<file path="src/rtl/i2c_scr_pkg.sv">
package i2c_scr_pkg;
    localparam int SCR_W = 8;

    // bit positions, fixed by the register layout
    localparam int POS_BUS_ERR = 7;
    localparam int POS_ARB     = 6;
    localparam int POS_STOP    = 5;
    localparam int POS_ACK     = 4;
    localparam int POS_ADDR    = 3;
    localparam int POS_XMIT    = 2;
    localparam int POS_LRB     = 1;
    localparam int POS_BDONE   = 0;

    // sticky flags: set by hardware, cleared by a firmware write of zero
    localparam int NUM_STICKY = 4;

    typedef struct packed {
        logic bus_err;
        logic arb_lost;
        logic stop_seen;
        logic ack_out;
        logic addr_match;
        logic xmit;
        logic last_rx_bit;
        logic byte_done;
    } scr_t;
endpackage

</file>
<file path="src/rtl/scr_sticky_flag.sv">
module scr_sticky_flag (
    input  logic clk,
    input  logic rst_n,
    input  logic hold_clr,
    input  logic set_evt,
    input  logic wr_en,
    input  logic wr_bit,
    output logic q
);
    always_ff @(posedge clk or negedge rst_n) begin
        if (!rst_n)
            q <= 1'b0;
        else if (hold_clr)
            q <= 1'b0;
        else if (set_evt)
            q <= 1'b1;           // set beats a same-cycle clear
        else if (wr_en && !wr_bit)
            q <= 1'b0;           // a written 1 leaves the flag alone
    end
endmodule

</file>
<file path="src/rtl/scr_prio_bit.sv">
module scr_prio_bit (
    input  logic clk,
    input  logic rst_n,
    input  logic hold_clr,
    input  logic set_evt,
    input  logic load_evt,
    input  logic load_val,
    input  logic clr_evt,
    output logic q
);
    // priority: hold > set > load > clear
    always_ff @(posedge clk or negedge rst_n) begin
        if (!rst_n)
            q <= 1'b0;
        else if (hold_clr)
            q <= 1'b0;
        else if (set_evt)
            q <= 1'b1;
        else if (load_evt)
            q <= load_val;
        else if (clr_evt)
            q <= 1'b0;
    end
endmodule

</file>
<file path="src/rtl/i2c_scr_reg.sv">
module i2c_scr_reg
    import i2c_scr_pkg::*;
(
    input  logic             clk,
    input  logic             rst_n,
    input  logic             cfg_enable,
    input  logic             evt_bus_err,
    input  logic             evt_stop,
    input  logic             evt_start,
    input  logic             evt_arb_lost,
    input  logic             evt_addr,
    input  logic             evt_byte_done,
    input  logic             ack_sample,
    input  logic             ack_level,
    input  logic             wr_en,
    input  logic [SCR_W-1:0] wr_data,
    input  logic             gen_start_wr,
    input  logic             master_mode,
    output logic [SCR_W-1:0] scr_q,
    output logic             irq
);
    localparam int STK_POS [NUM_STICKY] = '{POS_BUS_ERR, POS_STOP, POS_ADDR, POS_BDONE};

    logic                  hold;
    logic                  restart_clr;
    logic [NUM_STICKY-1:0] stk_set;
    logic [NUM_STICKY-1:0] stk_q;
    logic                  arb_q, ack_q, xmit_q, lrb_q;
    scr_t                  word;

    always_comb begin
        hold        = !cfg_enable;
        restart_clr = evt_start || (gen_start_wr && master_mode);
        stk_set     = {evt_bus_err, evt_stop, evt_addr, evt_byte_done};
    end

    for (genvar i = 0; i < NUM_STICKY; i++) begin : g_sticky
        scr_sticky_flag u_flag (
            .clk      (clk),
            .rst_n    (rst_n),
            .hold_clr (hold),
            .set_evt  (stk_set[NUM_STICKY-1-i]),
            .wr_en    (wr_en),
            .wr_bit   (wr_data[STK_POS[i]]),
            .q        (stk_q[NUM_STICKY-1-i])
        );
    end

    scr_prio_bit u_arb (
        .clk(clk), .rst_n(rst_n), .hold_clr(hold),
        .set_evt(evt_arb_lost), .load_evt(1'b0), .load_val(1'b0),
        .clr_evt(restart_clr), .q(arb_q)
    );

    scr_prio_bit u_ack (
        .clk(clk), .rst_n(rst_n), .hold_clr(hold),
        .set_evt(1'b0), .load_evt(wr_en), .load_val(wr_data[POS_ACK]),
        .clr_evt(evt_byte_done), .q(ack_q)
    );

    scr_prio_bit u_xmit (
        .clk(clk), .rst_n(rst_n), .hold_clr(hold),
        .set_evt(1'b0), .load_evt(wr_en), .load_val(wr_data[POS_XMIT]),
        .clr_evt(restart_clr), .q(xmit_q)
    );

    scr_prio_bit u_lrb (
        .clk(clk), .rst_n(rst_n), .hold_clr(hold),
        .set_evt(1'b0), .load_evt(ack_sample), .load_val(ack_level),
        .clr_evt(restart_clr), .q(lrb_q)
    );

    logic unused_wr_bits;
    assign unused_wr_bits = ^{wr_data[POS_ARB], wr_data[POS_LRB]};

    always_comb begin
        word.bus_err     = stk_q[3];
        word.arb_lost    = arb_q;
        word.stop_seen   = stk_q[2];
        word.ack_out     = ack_q;
        word.addr_match  = stk_q[1];
        word.xmit        = xmit_q;
        word.last_rx_bit = lrb_q;
        word.byte_done   = stk_q[0];
        scr_q            = word;
        irq              = word.byte_done;
    end
endmodule

</file>
<file path="config.mk">
export PLATFORM = sky130hd
export DESIGN_NAME = i2c_scr_reg
export DESIGN_NICKNAME = d
export VERILOG_FILES = /design/src/rtl/i2c_scr_pkg.sv /design/src/rtl/scr_sticky_flag.sv /design/src/rtl/scr_prio_bit.sv /design/src/rtl/i2c_scr_reg.sv
export SDC_FILE = /design/constraint.sdc
export NUM_CORES = 1
export LEC_CHECK = 0
export ABC_AREA = 1
export ABC_CLOCK_PERIOD_IN_PS = 800
export CORE_AREA = 2 2 39 41
export DETAILED_ROUTE_END_ITERATION = 7
export DIE_AREA = 0 0 41 43
export DONT_BUFFER_PORTS = 1
export PLACE_DENSITY_LB_ADDON = 0.25
export SLEW_MARGIN = 20
export SYNTH_ARGS = -nofsm -noshare
export SYNTH_HDL_FRONTEND = slang
export SYNTH_SLANG_ARGS = --single-unit
</file>
<file path="constraint.sdc">
create_clock -name clk -period 0.8 [get_ports clk]
set_input_delay 0.08 -clock clk [delete_from_list [all_inputs] [get_ports clk]]
set_output_delay 0.08 -clock clk [all_outputs]
set_load 0.02 [all_outputs]
</file>
==> results.ini <==
[logic_synthesis]
synth_flop_cell = dfrtp_1
netlist_instances = 53
syn_nets = 75
synth-async-reset-ratio = 1.00
syn_area_per_cell_um2 = 7.86
synth_top_area_frac = 0.480
synth_area_um2 = 417
synth_most_common_cell = inv_1
yosysTopAreaCell = dfrtp_1
synth_common_cells = 12 x inv_1, 9 x nand2_1, 8 x a21oi_1, 8 x buf_4, 8 x dfrtp_1
synth-seq-cells = 8
synth_warnings = 0
synth.distinct_cells = 10
seq_area_frac_synth = 0.480
netlist_top_cells_area = dfrtp_1 48%, buf_4 14%, inv_1 11%, a21oi_1 9.6%, nand2_1 8.1%
synth_edf_count = 0

[grt]
use_met1 = 0.106
grt_antenna_before_repair = 0
grt_remaining_overflow = 0
track_usage = 0.114
met3_usage = 0.0209
grt_first_pass_wirelength_um = 1270
grt_pass1_vias = 339
use_met2 = 0.184
grt_max_degree = 9
busiest_layer = met2

[setup_path]
cp.depth = 1
path_delay_family = flip-flops
worstPathRequired_ps = 720
r2r_cells = 3
slowest_delay_ps = 390
crit_type = register to output port
critPathBufInv = 1
crit_path_max_fanout = 2
critPathLaunch = u_lrb.q$_DFFE_PN0P_
r2r_start = u_lrb.q$_DFFE_PN0P_
r2r_end = u_lrb.q$_DFFE_PN0P_
cp-endpoint = scr_q[1]
critPathLaunchType = register
reg2reg_slack_ps = 10
crit_path_end_kind = output port
path_cells = buf_6
arrival_ps = 770
cp_slowest_cell = dfrtp_1

[clock_tree]
root_buffer = clkbuf_4
clock_latency_ps = 250
clock-sinks = 8
path_clk_slew_ps = 50
ctsLongestPathBuffers = 2
htree_levels = 1
cts_buffers = 3
cts_tree = yes

[layout]
fin_nets = 93
nFillCells = 149
drive_gt1_frac = 0.232
multi_input_area_um2 = 108
n_antenna_cell = 0
seqCellArea_um2 = 200
syn2layout_area_growth_pct = 46.2

[power]
power.total_uw = 964
p_per_area_nw_per_um2 = 1580
p_leak_uw = 0.000330
peakVddDrop_mv = 0.784

[sta]
worstMarginPinSlew_ps = 357
fin_ws_ps = -54.9
clock_skew_ps = 0
timing.final.crit_share = 1.07
finalSetupViolations = 9
maxSlewHeadroom = 0.761
final_max_slew_viol_count = 0
fmax_mhz = 1170
rsz0062_at_grt = true
hold_slack_ps = 3.40
fin_crit_ps = 855
hold_violations = 0

[place]
hpwl_um = 623
portBuffers = 0
gp_congestion = 0.673
pre_cts_slack_ps = 139

[floorplan]
io_pins = 31
start_util = 0.301
die_w_um = 41
die-area_um2 = 1760
coreArea_um2 = 1380
core.rowCount = 14
die_h_um = 43

[drt]
vias_per_cell = 4.41
postRouteAntennaNets = 0
routedWlPerCell_um = 10.3
drt-initial-drc-count = 11
vias = 375
dr.pass1.iters = 4
wl_um = 873
drc = 0

[min_path]
hold_class = input port to register
holdPathStages = 2

[run_status]
violations = negative setup slack
status = complete, but fails checks

[job]
cap_violations = 0

==> per-stage QoR <==
stage	instances	TNS (ps)	utilization	cell area [µm²]
6_report	85	-449	0.440	609
5_1_grt	85	-636	0.440	609
4_1_cts	82	-504	0.424	587
3_5_place_dp	69	0	0.316	437
3_3_place_gp	69	0	0.316	437
2_1_floorplan	53	0	-	417
==> logic make-up after synthesis <==
family                 count (synthesis)  share of synthesized area
AOI/OAI and AO/OA                     11                      0.132
DFF                                    8                      0.480
and+or+nand+nor                       13                      0.126
buffers and inverters                 21                      0.261
==> worst min-delay path by stage <==
| stage | start | end | slack, ps |
|---|---|---|---|
| after floorplan | rst_n | g_sticky[0].u_flag.q$_DFFE_PN0P_ | -220 |
| after global placement | rst_n | u_lrb.q$_DFFE_PN0P_ | -220 |
| after detailed placement | rst_n | u_arb.q$_DFFE_PN0P_ | -220 |
| after CTS | wr_data[4] | u_ack.q$_DFFE_PN0P_ | 6 |
| after global routing | wr_data[4] | u_ack.q$_DFFE_PN0P_ | 5 |
| final | wr_data[4] | u_ack.q$_DFFE_PN0P_ | 3 |
==> state kept, by name, summed over array words and instances, names as in the netlist <==
register and flops:
u_xmit.q 1, u_lrb.q 1, g_sticky.u_flag.q 4, u_arb.q 1
u_ack.q 1
==> area by class of cell <==
cell class                 instances  area share
clock buffer                       3      0.0370
timing repair buffer              21       0.345
multi-input combinational         24       0.177
inverter                          13      0.0801
sequential                         8       0.329
tap                               16      0.0329
==> what timing repair did <==
| item | 4_1_cts | 5_1_grt |
|---|---|---|
| buffers inserted | 1 | 3 |
| setup endpoints to repair | 9 | 10 |
| gates resized for setup | 8 | 1 |
| hold endpoints to repair | 16 | 0 |
| hold buffers | 9 | 0 |
==> power by group <==
part           leakage, µW  total, µW  internal [µW]  switching [µW]
registers         0.000103        449            431            17.4
logic             0.000214        216            115             101
clock network    0.0000138        300            171             129
total             0.000330        964            717             248
==> per-layer routing <==
layer  part of all wire  wire, µm
met5                  0         0
met4              0.036        31
met3              0.046        40
met2               0.55       480
met1               0.37       321
==> cell usage in the layout (no fill, tap or decap) <==
cell type,synthesis,routed
buf_4,8,4
nor2_1,1,1
buf_6,0,8
nand2_1,9,9
dfrtp_1,8,8
o21ai_1,2,3
inv_1,12,12
dlygate4sd3_1,0,9
clkbuf_4,0,3
nand3_1,3,3
a21oi_1,8,8
inv_2,1,1
Note: power is estimated with default switching activity, not from simulation.
